<file path="src/rtl/pcb_pkg.sv">
`timescale 1ns/1ps
package pcb_pkg;
  localparam int ADDR_W = 16;
  localparam int BYTE_W = 8;
  localparam int LEN_W  = 2;
  localparam int PAGE_W = 11;

  typedef enum logic [2:0] {
    K_SEQ   = 3'd0,
    K_REL   = 3'd1,
    K_PJMP  = 3'd2,
    K_PCALL = 3'd3,
    K_LJMP  = 3'd4,
    K_LCALL = 3'd5,
    K_JIDX  = 3'd6,
    K_RET   = 3'd7
  } pc_kind_e;

  function automatic logic [ADDR_W-1:0] f_advance(input logic [ADDR_W-1:0] cur,
                                                  input logic [LEN_W-1:0] len);
    return cur + {{(ADDR_W-LEN_W){1'b0}}, len};
  endfunction

  function automatic logic [ADDR_W-1:0] f_rel(input logic [ADDR_W-1:0] base,
                                              input logic [BYTE_W-1:0] off);
    return base + {{(ADDR_W-BYTE_W){off[BYTE_W-1]}}, off};
  endfunction

  function automatic logic [ADDR_W-1:0] f_page(input logic [ADDR_W-1:0] base,
                                               input logic [BYTE_W-1:0] opc,
                                               input logic [BYTE_W-1:0] lo);
    return {base[ADDR_W-1:PAGE_W], opc[BYTE_W-1 -: (PAGE_W-BYTE_W)], lo};
  endfunction

  function automatic logic [ADDR_W-1:0] f_index(input logic [BYTE_W-1:0] a,
                                                input logic [ADDR_W-1:0] base);
    return base + {{(ADDR_W-BYTE_W){1'b0}}, a};
  endfunction
endpackage

</file>
<file path="src/rtl/pcb_advance.sv">
`timescale 1ns/1ps
module pcb_advance
  import pcb_pkg::*;
#(
  parameter int AW = ADDR_W,
  parameter int LW = LEN_W
) (
  input  logic [AW-1:0] cur_pc,
  input  logic [LW-1:0] len,
  output logic [AW-1:0] adv_pc
);
  always_comb adv_pc = f_advance(cur_pc, len);
endmodule

</file>
<file path="src/rtl/pcb_target.sv">
`timescale 1ns/1ps
module pcb_target
  import pcb_pkg::*;
#(
  parameter int AW = ADDR_W,
  parameter int BW = BYTE_W,
  parameter int LW = LEN_W
) (
  input  logic [2:0]    kind,
  input  logic [LW-1:0] len,
  input  logic          take,
  input  logic [AW-1:0] adv_pc,
  input  logic [BW-1:0] b1,
  input  logic [BW-1:0] b2,
  input  logic [BW-1:0] b3,
  input  logic [BW-1:0] acc,
  input  logic [AW-1:0] dptr,
  input  logic [BW-1:0] ret_hi,
  input  logic [BW-1:0] ret_lo,
  output logic [AW-1:0] target,
  output logic          is_call
);
  localparam logic [LW-1:0] LEN_THREE = LW'(3);

  pc_kind_e      k;
  logic [BW-1:0] disp;

  always_comb begin
    k    = pc_kind_e'(kind);
    disp = (len == LEN_THREE) ? b3 : b2;
    unique case (k)
      K_SEQ:            target = adv_pc;
      K_REL:            target = take ? f_rel(adv_pc, disp) : adv_pc;
      K_PJMP, K_PCALL:  target = f_page(adv_pc, b1, b2);
      K_LJMP, K_LCALL:  target = {b2, b3};
      K_JIDX:           target = f_index(acc, dptr);
      K_RET:            target = {ret_hi, ret_lo};
      default:          target = adv_pc;
    endcase
    is_call = (k == K_PCALL) || (k == K_LCALL);
  end
endmodule

</file>
<file path="src/rtl/pcb_table.sv">
`timescale 1ns/1ps
module pcb_table
  import pcb_pkg::*;
#(
  parameter int AW = ADDR_W,
  parameter int BW = BYTE_W
) (
  input  logic [BW-1:0] acc,
  input  logic [AW-1:0] dptr,
  input  logic [AW-1:0] adv_pc,
  input  logic          use_pc,
  output logic [AW-1:0] addr
);
  always_comb addr = f_index(acc, use_pc ? adv_pc : dptr);
endmodule

</file>
<file path="src/rtl/pc_branch_unit.sv">
`timescale 1ns/1ps
module pc_branch_unit
  import pcb_pkg::*;
#(
  parameter int AW = ADDR_W,
  parameter int BW = BYTE_W,
  parameter int LW = LEN_W
) (
  input  logic          clk,
  input  logic          rst_n,
  input  logic          step,
  input  logic [2:0]    op_kind,
  input  logic [LW-1:0] op_len,
  input  logic [BW-1:0] op_b1,
  input  logic [BW-1:0] op_b2,
  input  logic [BW-1:0] op_b3,
  input  logic          take,
  input  logic [BW-1:0] acc,
  input  logic [AW-1:0] dptr,
  input  logic [BW-1:0] ret_hi,
  input  logic [BW-1:0] ret_lo,
  input  logic          tbl_pc,
  output logic [AW-1:0] pc,
  output logic [AW-1:0] next_pc,
  output logic [AW-1:0] tbl_addr,
  output logic          push_req,
  output logic [BW-1:0] push_lo,
  output logic [BW-1:0] push_hi
);
  localparam logic [AW-1:0] RESET_PC = '0;

  logic [AW-1:0] pc_q;
  logic [AW-1:0] adv_pc;
  logic          is_call;

  pcb_advance #(.AW(AW), .LW(LW)) i_adv (
    .cur_pc (pc_q),
    .len    (op_len),
    .adv_pc (adv_pc)
  );

  pcb_target #(.AW(AW), .BW(BW), .LW(LW)) i_tgt (
    .kind    (op_kind),
    .len     (op_len),
    .take    (take),
    .adv_pc  (adv_pc),
    .b1      (op_b1),
    .b2      (op_b2),
    .b3      (op_b3),
    .acc     (acc),
    .dptr    (dptr),
    .ret_hi  (ret_hi),
    .ret_lo  (ret_lo),
    .target  (next_pc),
    .is_call (is_call)
  );

  pcb_table #(.AW(AW), .BW(BW)) i_tbl (
    .acc    (acc),
    .dptr   (dptr),
    .adv_pc (adv_pc),
    .use_pc (tbl_pc),
    .addr   (tbl_addr)
  );

  always_ff @(posedge clk or negedge rst_n) begin
    if (!rst_n)    pc_q <= RESET_PC;
    else if (step) pc_q <= next_pc;
  end

  always_comb begin
    pc       = pc_q;
    push_req = step & is_call;
    push_lo  = adv_pc[BW-1:0];
    push_hi  = adv_pc[AW-1:BW];
  end
endmodule

</file>
<file path="config.mk">
export PLATFORM = sky130hd
export DESIGN_NAME = pc_branch_unit
export DESIGN_NICKNAME = d
export VERILOG_FILES = /design/src/rtl/pcb_pkg.sv /design/src/rtl/pcb_advance.sv /design/src/rtl/pcb_target.sv /design/src/rtl/pcb_table.sv /design/src/rtl/pc_branch_unit.sv
export SDC_FILE = /design/constraint.sdc
export NUM_CORES = 1
export LEC_CHECK = 0
export ABC_AREA = 0
export ABC_CLOCK_PERIOD_IN_PS = 7890
export BUFFER_PORTS_ARGS = -buffer_cell sky130_fd_sc_hd__buf_2
export CAP_MARGIN = 15
export CORE_UTILIZATION = 45
export CTS_BUF_LIST = sky130_fd_sc_hd__clkbuf_4 sky130_fd_sc_hd__clkbuf_8
export DETAILED_ROUTE_END_ITERATION = 12
export PLACE_DENSITY = 0.73
export SYNTH_ARGS = -nofsm -noshare
export SYNTH_HDL_FRONTEND = slang
export SYNTH_SLANG_ARGS = --single-unit
export TNS_END_PERCENT = 50
</file>
<file path="constraint.sdc">
create_clock -name clk -period 7.89 [get_ports clk]
set_clock_uncertainty 0.2 [all_clocks]
set_input_delay 1.578 -clock clk [delete_from_list [all_inputs] [get_ports clk]]
set_output_delay 1.578 -clock clk [all_outputs]
set_load 0.05 [all_outputs]
</file>
Yosys cells after proc, flatten, opt, wreduce, memory -nomap -nowiden
Cells that the tools add are included.
{"block": "op_classes", "n_addsub": 4, "eq_ne": 8, "n_mux": 4, "n_bitwise": 1, "n_reduce_logical": 4}
{"operator": "$pmux 16 s6", "n": 1}
{"operator": "$add 16x8->16", "n": 2}
{"operator": "$mux 16", "n": 2}
{"operator": "$add 16x16->16", "n": 1}
{"operator": "$add 16x2->16", "n": 1}
{"operator": "$eq 3x3->1 const B", "n": 4}
{"operator": "$mux 8", "n": 1}
{"operator": "$eq 3x2->1 const B", "n": 2}
{"operator": "$reduce_or 2->1", "n": 2}
{"operator": "$eq 3x1->1 const B", "n": 1}
{"operator": "$logic_not 3->1", "n": 1}
{"operator": "$eq 2x2->1 const B", "n": 1}
{"operator": "$and 1x1->1", "n": 1}
{"operator": "$logic_or 1x1->1", "n": 1}
{"block": "word_totals", "reg_bits": 16, "input_bits": 74, "out_inout_bits": 65, "elab_cells": 22}

Depth between registers and ports, before layout
{"block": "logic_depth", "depth_word": 5, "mapped_depth": 15, "depth_no_buf": 15}

Cells and area by module
Synthesis repeated with hierarchy kept, for this count alone.
{"block": "hier_totals", "hier_cells": 486, "hier_area_um2": 3976.3}
{"module": "pcb_target", "n_inst": 1, "cells_each": 316, "area_each_um2": 2255.9, "seq_area_each_um2": 0.0}
{"module": "pcb_table", "n_inst": 1, "cells_each": 91, "area_each_um2": 732.0, "seq_area_each_um2": 0.0}
{"module": "pc_branch_unit", "n_inst": 1, "cells_each": 35, "area_each_um2": 653.1, "seq_area_each_um2": 400.4}
{"module": "pcb_advance", "n_inst": 1, "cells_each": 44, "area_each_um2": 335.3, "seq_area_each_um2": 0.0}

Worst setup path before layout
No wires, ideal clock.
{"block": "synth_timing", "kind": "input -> output", "from": "input op_len[0]", "to": "output next_pc[15]", "t_arrival_ns": 5.825, "t_required_ns": 6.112, "slack_ns": 0.287, "stages": 15, "n_path_buf": 0, "cell_sequence": "ha_1 > fa_1 > nand4_1 > nor2_1 > nand2_1 > xnor2_1 > ha_1 > a21oi_1 > o21bai_1 > a21oi_1 > mux2i_1 > a311oi_1 > a31oi_1 > a21oi_1 > a2bb2oi_1"}
{"block": "synth_via", "elab_cells_between_ends": 6, "cone_classes": "add/sub: 2; eq/ne: 1; mux: 3"}
{"item": "start, declared", "line_no": "pc_branch_unit.sv:13", "source": "input logic [LW-1:0] op_len,"}
{"item": "$add 16x2->16", "line_no": "pcb_pkg.sv:21", "source": "return cur + {{(ADDR_W-LEN_W){1'b0}}, len};"}
{"item": "via push_hi[4]", "line_no": "pc_branch_unit.sv:28", "source": "output logic [BW-1:0] push_hi"}
{"item": "$add 16x16->16", "line_no": "pcb_pkg.sv:26", "source": "return base + {{(ADDR_W-BYTE_W){off[BYTE_W-1]}}, off};"}
{"item": "$mux 16", "line_no": "pcb_target.sv:33", "source": "K_REL: target = take ? f_rel(adv_pc, disp) : adv_pc;"}
{"item": "$pmux 16 s6", "line_no": "pcb_target.sv:31", "source": "unique case (k)"}
{"item": "end, declared", "line_no": "pc_branch_unit.sv:24", "source": "output logic [AW-1:0] next_pc,"}
The timed path passes the listed nets, and every way through them passes these cells.

Worst setup path after layout
{"block": "layout_timing", "from": "input op_len[1]", "to": "output next_pc[15]"}
{"block": "layout_via", "elab_chain_len": 5, "elab_cells_between_ends": 6, "cone_classes": "add/sub: 2; eq/ne: 1; mux: 3"}
{"item": "parallel branches: the longest is 4 deep, another holds $add 16x2->16"}
{"item": "$pmux 16 s6 *", "line_no": "pcb_target.sv:31"}
Mark *: on every way between the ends.

==> results.tsv <==
metric	value	unit
grt_usage	27.9	%
drc_errors	0	
setup_viol	0	
fin_tns_setup	0	ns
dieArea	9340	sq um
die_x	96.7	um
synth_edf_count	0	
crit_path_max_incr_delay	0.46	ns
num_io_pins	139	
synth_area	4030	sq um
grt_start_max_net_pins	39	
worst_ep_arrival_time	5.54	ns
cap_violations	0	
cts-resized-gates	0	
dp_cells	774	
grt_pass1_vias	4343	
p_clk_share	6.8	%
p_comb_share	81.9	%
regToRegSetupSlack	3.56	ns
fin_crit_sh	92.8	%
grt_pass1_wl	21300	um
met2_usage	46.7	%
vias	4713	
drive_gt1_share	26.4	%
placementRows	34	
syn_nets	662	
critical_path_class	primary input to output pin	
grtUsageMet3	2.96	%
total_power	1100	uW
gp_congestion	0.941	
power_leakage	0.00229	uW
synth.avg_cell_area	7.32	sq um
drt_iter0_drc	259	
vdd_ir_drop_max	0.145	mV
r2r_cells	16	
postCtsSetupBuffers	0	
grt_overflow	0	
fmax	137	MHz
reg2reg_to	pc[15]	
num_antenna_cells	0	
maxSlewHeadroom	42.2	%
async_flop_share	100	%
cts.clk_slew.worst_paths	0.06	ns
cts_hold_buffers	0	
endpoint_kind	output pin	
final-max-slew-violation-count	0	
synth_cells	551	
stdcell_count	778	
p_switching	677	uW
p_sw_share	61.4	%
crit_path_end	next_pc[15]	
synth-seq-cells	16	
cts-root-buf	clkbuf_8	
cp_slowest_cell	a21oi_1	
largest_reg_flops	16	
finalHoldViolations	0	
drtAntennaViolNets	0	
cts_inserted_buffers	3	
grtUsageMet1	37.2	%
ys_seq_area_share	9.93	%
start_util	46.5	%
critPathRequiredTime	6.11	ns
area_growth	20.0	%
drt_wl_total	13400	um
htreeDepth	1	
synth-main-ff-cell	dfrtp_1	
tightest_slew	0.864	ns
rsz0062_at_grt	false	
clock_path_buffers	2	
die_y	96.7	um
routed_via_density	6.06	
hold_class	register to register	
yosys_warnings	0	
layout_min_cycle_time	7.32	ns
wire_per_inst	17.2	um
firstDrtPassIters	5	
r2r_start	pc[1]	
crit_path_start_kind	primary input	
antenna_found_initial	0	
coreArea	8680	sq um
p_seq_share	11.3	%
path_common_cell	a21oi_1	
p_per_area	228	nW/um^2
numPortBuffers	133	
p_int	425	uW
numClockSinks	16	
crit_chain	buf_2, ha_1, a21oi_1, nor2_1, nand4_1, xor2_1, buf_4, inv_1, ha_1, a21oi_1, o21bai_1, a21oi_1, mux2i_1, a311oi_1, a31oi_1, a21oi_1, a2bb2oi_1, buf_2	
layout.nets	782	
synth_cell_types	65	
dp_hpwl	10800	um
utilization	55.8	%
worstSetupStartpoint	op_len[1]	
n_fill_cell	889	
clk_latency	0.26	ns
tritoncts	yes	
status	completed	
cp_max_fo	6	
grt.busiest_layer	met2	
[cells by family (layout without fill, tap and decap cells)]
family	count (synthesis)	after routing	synth area share, %
mux	41	41	11.6
buf+inv	57	176	5.40
fa+ha+maj	37	37	12.2
compound gates	186	186	29.0
simple gates	167	167	20.6
flops	16	16	9.93
xor+xnor	47	47	11.3
[worst min-delay path by stage]
stage           start  endpoint  slack (ns)  cells after the start
2_1_floorplan   pc[7]     pc[7]        0.60                      2
3_3_place_gp   pc[14]    pc[14]        0.29                      1
3_5_place_dp   pc[14]    pc[14]        0.31                      1
4_1_cts        pc[14]    pc[14]        0.33                      1
5_1_grt        pc[14]    pc[14]        0.35                      1
6_report       pc[14]    pc[14]        0.31                      1
[cell type report]
type / instances / area, sq um / area share [%]
Clock buffer: 4 / 55.1 / 1.14
Inverter: 33 / 124 / 2.56
Multi-Input combinational cell: 478 / 3410 / 70.6
Sequential cell: 16 / 400 / 8.27
Tap cell: 108 / 135 / 2.79
Timing Repair Buffer: 139 / 711 / 14.7
[synth_stat cells, drive strengths merged, types with 8 or more instances]
master / count / share of area [%]
nor2: 39 / 3.6
mux2: 24 / 6.8
mux2i: 15 / 3.7
o211ai: 11 / 2.0
a21o: 8 / 1.5
nand2: 50 / 4.7
a21oi: 60 / 7.5
nor3: 10 / 1.2
nand3: 22 / 2.7
o21ai: 43 / 5.3
a31oi: 8 / 1.2
ha: 33 / 10
xnor2: 31 / 6.7
xor2: 13 / 2.8
o21a: 8 / 1.5
clkbuf: 18 / 1.7
dfrtp: 16 / 9.9
inv: 32 / 3.0
[power groups by stage]
stage / logic (uW) / registers, uW / clock network [uW]
6_report: 902 / 124 / 74.6
5_1_grt: 969 / 128 / 79.9
4_1_cts: 899 / 125 / 77.4
3_5_place_dp: 896 / 126 / 0
3_3_place_gp: 887 / 125 / 0
2_1_floorplan: 635 / 183 / 0
[routing by layer]
metal / share of wire [%] / vias to the layer above
li1: - / 2278
met2: 47 / 216
met1: 43 / 2188
met4: 3.1 / 0
met3: 6.7 / 31
met5: 0 / -
[placed cells by master (no fill, tap or decap), types with 7 or more instances in the layout]
cell type | synthesis | routed
a31oi_1 | 8 | 8
xnor2_1 | 31 | 31
nand2_1 | 50 | 50
a211oi_1 | 7 | 7
mux2i_1 | 15 | 15
o21a_1 | 8 | 8
nor2_1 | 39 | 39
inv_1 | 32 | 32
nand3_1 | 22 | 22
o211ai_1 | 11 | 11
a21oi_1 | 59 | 59
o31ai_1 | 7 | 7
nor3_1 | 10 | 10
mux2_2 | 22 | 22
a21o_1 | 8 | 8
ha_1 | 33 | 33
o21ai_0 | 43 | 43
xor2_1 | 13 | 13
dfrtp_1 | 16 | 16
buf_2 | 0 | 133
[per-stage QoR]
stage / worst slack (ns) / hold WS, ns / cell area, sq um
floorplan: 0.287 / 0.599 / 4030
global placement: 0.723 / 0.293 / 4780
detailed placement: 0.666 / 0.311 / 4780
CTS: 0.625 / 0.327 / 4840
global route: 0.281 / 0.353 / 4840
finish: 0.567 / 0.313 / 4840
[critical path, delay by kind of cell]
kind | cells | cell delay, ns
compound gates | 8 | 2.08
mux | 1 | 0.12
simple gates | 2 | 0.47
fa+ha+maj | 2 | 0.50
xor+xnor | 1 | 0.15
buf+inv | 4 | 0.64
Power figures use the tool's default switching activity.
